`config.mk`:
```
export PLATFORM = sky130hd
export DESIGN_NAME = irq_level_ctrl
export DESIGN_NICKNAME = d
export VERILOG_FILES = /design/src/rtl/irqc_pkg.sv /design/src/rtl/irqc_port_decode.sv /design/src/rtl/irqc_level_latch.sv /design/src/rtl/irqc_opcode_gen.sv /design/src/rtl/irq_level_ctrl.sv
export SDC_FILE = /design/constraint.sdc
export NUM_CORES = 1
export LEC_CHECK = 0
export ABC_AREA = 1
export BUFFER_PORTS_ARGS = -buffer_cell sky130_fd_sc_hd__buf_2
export CAP_MARGIN = 20
export CORE_MARGIN = 4
export CORE_UTILIZATION = 39
export DETAILED_ROUTE_END_ITERATION = 6
export GPL_TIMING_DRIVEN = 0
export PLACE_DENSITY = 0.83
export SKIP_LAST_GASP = 1
export SYNTH_ARGS = -nofsm -noshare
export SYNTH_HDL_FRONTEND = slang
export SYNTH_SLANG_ARGS = --single-unit
```
`constraint.sdc`:
```
create_clock -name clk -period 1.57 [get_ports clk]
set_clock_uncertainty 0.2 [all_clocks]
set_input_delay 0.0785 -clock clk [delete_from_list [all_inputs] [get_ports clk]]
set_output_delay 0.0785 -clock clk [all_outputs]
set_load 0.05 [all_outputs]
```
`src/rtl/irqc_pkg.sv`:
```
// Package: shared constants and the restart opcode builder for the
// three-level interrupt controller. Assumes levels are coded 1..3, with 0 = none.
package irqc_pkg;
    localparam int LVL_N   = 3;
    localparam int ADDR_W  = 8;
    localparam int MASK_W  = 2;
    localparam int OP_W    = 8;
    localparam int CODE_W  = 2;
    localparam logic [ADDR_W-1:0] ID_PORT = '1;

    // Build the 11AAA111 restart opcode for a level code.
    function automatic logic [OP_W-1:0] restart_op(input logic [CODE_W-1:0] code);
        return {2'b11, 1'b0, code, 3'b111};
    endfunction
endpackage

```
`src/rtl/irqc_port_decode.sv`:
```
// Port decode and mask register. Recognises the identification port,
// stores the level mask on writes, and flags the end of an identification
// read. Assumes the upper address byte is undriven during native I/O.
module irqc_port_decode
    import irqc_pkg::*;
(
    input  logic              clk,
    input  logic              rst_n,
    input  logic [ADDR_W-1:0] addr_lo,
    input  logic [ADDR_W-1:0] addr_hi,
    input  logic              native,
    input  logic              io_wr,
    input  logic              io_rd,
    input  logic [MASK_W-1:0] wr_data,
    output logic              hit,
    output logic [MASK_W-1:0] mask,
    output logic              rd_done
);
    logic rd_q;
    logic rd_now;

    // Port hit: low byte all ones, page check only for memory-mapped cycles.
    always_comb begin
        hit    = (addr_lo == ID_PORT) && (native || (addr_hi == ID_PORT));
        rd_now = io_rd && hit;
    end

    // Mask register, reset to all levels disabled.
    always_ff @(posedge clk) begin
        if (!rst_n)             mask <= '1;
        else if (io_wr && hit)  mask <= wr_data;
    end

    // Remember an identification read to detect its end.
    always_ff @(posedge clk) begin
        if (!rst_n) rd_q <= 1'b0;
        else        rd_q <= rd_now;
    end

    // End of the identification read.
    always_comb rd_done = rd_q && !rd_now;

    AST_MASK_ONLY_ON_HIT: assert property (@(posedge clk) disable iff (!rst_n)
        !(io_wr && hit) |=> $stable(mask));
endmodule

```
`src/rtl/irqc_level_latch.sv`:
```
// Level mask, priority select and capture latch. Captures the highest
// enabled pending level on a strobe fall and holds it until release.
// Assumes sync_n is already synchronous to clk.
module irqc_level_latch
    import irqc_pkg::*;
(
    input  logic              clk,
    input  logic              rst_n,
    input  logic              sync_n,
    input  logic [LVL_N-1:0]  req,
    input  logic [MASK_W-1:0] mask,
    input  logic              release_i,
    output logic              held,
    output logic [CODE_W-1:0] code,
    output logic [LVL_N-1:0]  ack
);
    logic [LVL_N-1:0]  en;
    logic [LVL_N-1:0]  cand;
    logic [CODE_W-1:0] pick;
    logic              sync_q;
    logic              fall;

    // Cumulative enable: level index i is enabled when i >= mask code.
    for (genvar i = 0; i < LVL_N; i++) begin : g_en
        assign en[i] = (i >= int'(mask));
    end

    // Priority select: the highest enabled pending level wins.
    always_comb begin
        cand = req & en;
        pick = '0;
        for (int i = 0; i < LVL_N; i++)
            if (cand[i]) pick = CODE_W'(i + 1);
        fall = sync_q && !sync_n;
    end

    // Strobe history and capture/hold/release of the level.
    always_ff @(posedge clk) begin
        if (!rst_n) begin
            sync_q <= 1'b1;
            held   <= 1'b0;
            code   <= '0;
        end else begin
            sync_q <= sync_n;
            if (held && release_i) begin
                held <= 1'b0;
                code <= '0;
            end else if (!held && fall && (pick != '0)) begin
                held <= 1'b1;
                code <= pick;
            end
        end
    end

    // Acknowledge per level, driven from the captured code.
    for (genvar i = 0; i < LVL_N; i++) begin : g_ack
        assign ack[i] = held && (code == CODE_W'(i + 1));
    end

    AST_ACK_ONEHOT: assert property (@(posedge clk) disable iff (!rst_n)
        held |-> $onehot(ack));
    AST_HOLD_STABLE: assert property (@(posedge clk) disable iff (!rst_n)
        (held && !release_i) |=> (held && $stable(code)));
    AST_RELEASE: assert property (@(posedge clk) disable iff (!rst_n)
        (held && release_i) |=> !held);
    AST_NO_CAPTURE_WITHOUT_FALL: assert property (@(posedge clk) disable iff (!rst_n)
        (!held && !fall) |=> !held);
endmodule

```
`src/rtl/irqc_opcode_gen.sv`:
```
// Restart opcode driver for the acknowledge cycle. Assumes the code is
// nonzero whenever held is set.
module irqc_opcode_gen
    import irqc_pkg::*;
(
    input  logic              clk,
    input  logic              rst_n,
    input  logic              held,
    input  logic              inta,
    input  logic [CODE_W-1:0] code,
    output logic [OP_W-1:0]   opcode
);
    // Drive the opcode only in an acknowledge cycle with a captured level.
    always_comb opcode = (held && inta) ? restart_op(code) : '0;

    AST_OPCODE_PATTERN: assert property (@(posedge clk) disable iff (!rst_n)
        (opcode != '0) |-> (opcode[7:6] == 2'b11 && opcode[2:0] == 3'b111));
endmodule

```
`src/rtl/irq_level_ctrl.sv`:
```
// Top of the three-level interrupt controller. Connects the port decode,
// the level latch and the opcode driver, and forms the daisy-chain grant.
// Assumes all inputs are synchronous to clk.
module irq_level_ctrl
    import irqc_pkg::*;
(
    input  logic              clk,
    input  logic              rst_n,
    input  logic [ADDR_W-1:0] io_addr_lo,
    input  logic [ADDR_W-1:0] io_addr_hi,
    input  logic              io_native,
    input  logic              io_wr,
    input  logic              io_rd,
    input  logic [MASK_W-1:0] wr_data,
    input  logic [LVL_N-1:0]  irq_req,
    input  logic              sync_n,
    input  logic              inta_cycle,
    output logic [LVL_N-1:0]  irq_ack,
    output logic              cpu_int,
    output logic [OP_W-1:0]   opcode,
    output logic              grant_out
);
    logic              hit;
    logic              rd_done;
    logic              held;
    logic [MASK_W-1:0] mask;
    logic [CODE_W-1:0] code;

    irqc_port_decode u_dec (
        .clk(clk), .rst_n(rst_n), .addr_lo(io_addr_lo), .addr_hi(io_addr_hi),
        .native(io_native), .io_wr(io_wr), .io_rd(io_rd), .wr_data(wr_data),
        .hit(hit), .mask(mask), .rd_done(rd_done)
    );

    irqc_level_latch u_lat (
        .clk(clk), .rst_n(rst_n), .sync_n(sync_n), .req(irq_req), .mask(mask),
        .release_i(rd_done), .held(held), .code(code), .ack(irq_ack)
    );

    irqc_opcode_gen u_op (
        .clk(clk), .rst_n(rst_n), .held(held), .inta(inta_cycle),
        .code(code), .opcode(opcode)
    );

    // Interrupt line and the read-fired grant.
    always_comb begin
        cpu_int   = held;
        grant_out = io_rd && hit;
    end

    AST_GRANT_NEEDS_READ: assert property (@(posedge clk) disable iff (!rst_n)
        grant_out |-> io_rd);
    AST_INT_HAS_ACK: assert property (@(posedge clk) disable iff (!rst_n)
        cpu_int |-> ($countones(irq_ack) == 1));
endmodule

```
==> out/metrics.csv <==
metric,value,unit
final_cell_mix,"buf_2, nand2_1, inv_1, dlygate4sd3_1, nor2_2",
pwr-share-comb,20.6,%
grtUsageTotal,14.6,%
cp.arrival,1450,ps
endpoint_kind,flip-flop,
r2r_end,u_dec.mask[0],
power,0.428,mW
p_leak,0.575,nW
clockBufferDepth,2,
r2r_slack,240,ps
rsz0062_at_grt,no,
worstHoldEndpoint,u_lat.code[1],
routabilityCongestion,0.808,
yosysWarnings,0,
drt-total-wl,1.47,mm
cts.htree.levels,1,
setup_viol,0,
clk_latency,250,ps
reg2reg_from,u_dec.mask[0],
grt_remaining_overflow,0,
ys_types,19,
cts_inserted_buffers,3,
fin_crit_sh,97.0,%
fin_setup_tns,0,ps
worst-setup-path-type,input port to flip-flop,
drt_iter0_drc,12,
vias,672,
finalNetCount,167,
synth.ff_latch_count,7,
die_area,2110,um^2
cp-start-kind,input port,
syn-instance-count,87,
cts_root_buf,clkbuf_4,
die_w,46.0,um
routedWlPerCell,9.58,um
seqPwrFrac,42.1,%
hold_path_depth,7,
synth_area_leader_cell,dfxtp_1,
grt_first_pass_wirelength,2.19,mm
cts_tree,done,
cp_max_fo,5,
power.density,469,nW/um^2
fp.dieH,46.0,um
reg2reg_depth,3,
crit_required,1500,ps
drive_gt1_share,50.0,%
yosysSeqAreaShare,24.9,%
mostFrequentLayoutCell,buf_2,
firstDrtPassIters,5,
status,finished clean,
core_area,1330,um^2
drtAntennaViolNets,0,
area_delta_synth_final,62.4,%
fp-row-count,13,
worstHoldPathType,input port to flip-flop,
drv_cap,0,
p_int,0.321,mW
worstHoldStart,irq_req[2],
p_clk_share,37.3,%
whs,60.5,ps
insertedDiodeCount,0,
syn_area,562,um^2
switching_share,24.9,%
hold_viol,0,
drc,0,
clkTransAtPathRegs,50,ps
instances_no_fill,153,
max_freq,0.657,GHz
synth_nets,115,
utilization,68.4,%
hpwlAfterDp,1.14,mm
viasPerCell,4.39,
pin_count,41,
peakVddDrop,0.249,mV
placed_cells,141,
switchingPower,0.106,mW
post-route-min-period,1520,ps
synthTopCellsByArea,"dfxtp_1, nand2_1, inv_1",
grt_antenna_before_repair,0,
synth_area_per_cell,6.46,um^2
grt_pass1_vias,581,
synth_top_area_share,24.9,%
final_max_slew_viol_count,0,
start_util,42.1,%
clock_sinks,7,
io_buffer_count,39,
grt_max_degree,9,
[cell type report]
class | count | area [um^2]
Fill cell | 112 | 422
Tap cell | 15 | 18.8
Inverter | 15 | 60.1
Buffer | 6 | 48.8
Sequential cell | 7 | 141
Timing Repair Buffer | 47 | 285
Multi-Input combinational cell | 59 | 332
Clock buffer | 4 | 26.3
[repair_timing]
action | CTS | global route
setup endpoints to repair | 0 | 5
setup buffers | 0 | 0
hold endpoints to repair | 7 | 0
hold buffers | 9 | 0
resized for setup | 0 | 4
[synth_stat cells]
cell type	count
buf_4	5
a21oi_2	3
a21oi_1	1
inv_1	12
nor3_2	1
nand4_4	1
inv_2	3
nor2_2	2
nor3_1	1
buf_6	1
nand2_2	1
nand4_1	3
nor2_1	8
nand3_1	6
conb_1	1
dfxtp_1	7
nor2_8	1
nand2_1	28
nand2_4	2
[stage by stage]
| step | setup slack, ps | instance area [um^2] |
|---|---|---|
| 2_1_floorplan | 73.1 | 579 |
| 3_3_place_gp | 326 | 793 |
| 3_5_place_dp | 305 | 793 |
| 4_1_cts | 28.0 | 910 |
| 5_1_grt | 4.24 | 912 |
| 6_report | 47.4 | 912 |
[registers in the layout, summed over array words and instances, names as in the netlist]
name,count
u_dec.mask,2
u_lat.held,1
u_lat.code,2
u_lat.sync_q,1
u_dec.rd_q,1
[how the worst max path moves through the flow]
| stage | startpoint | end | depth (start not counted) |
|---|---|---|---|
| floorplan | u_lat.held | opcode[1] | 4 |
| finish | rst_n | u_dec.mask[0] | 4 |
| global placement | u_lat.held | opcode[6] | 5 |
| detailed placement | u_lat.held | opcode[2] | 5 |
| global route | wr_data[1] | u_dec.mask[1] | 5 |
| CTS | u_lat.held | opcode[2] | 5 |
[power by group through the flow]
stage	Sequential (mW)	Clock, mW	Combinational (mW)
after detailed placement	0.184	0	0.0743
after global placement	0.184	0	0.0722
after floorplan	0.184	0	0.0339
after global routing	0.180	0.177	0.0977
final	0.180	0.160	0.0880
after CTS	0.180	0.169	0.0877
[metal layers]
metal  routed length (um)  track usage, %  vias up  part of all wire, %
met3                  113            2.37        0                  7.7
li1                     -               -      362                    -
met5                    0               0        -                    0
met1                  526            15.3      283                   36
met2                  825            26.6       27                   56
met4                    0            8.52        0                    0
[worst max-delay path, stage by stage]
cell	delay, ps
dlygate4sd3_1	530
buf_2	170
nand3_1	100
dlygate4sd3_1	570
[kinds of logic (layout without fill, tap and decap cells)]
logic type             after synthesis  after routing  share of synthesized area, %
AND/OR/NAND/NOR                     54             54                          50.1
buffers and inverters               21             72                          18.7
flip-flops                           7              7                          24.9
AO/OA/AOI/OAI                        4              4                          5.57
other                                1              1                         0.668
(Power assumes the default switching activity.)
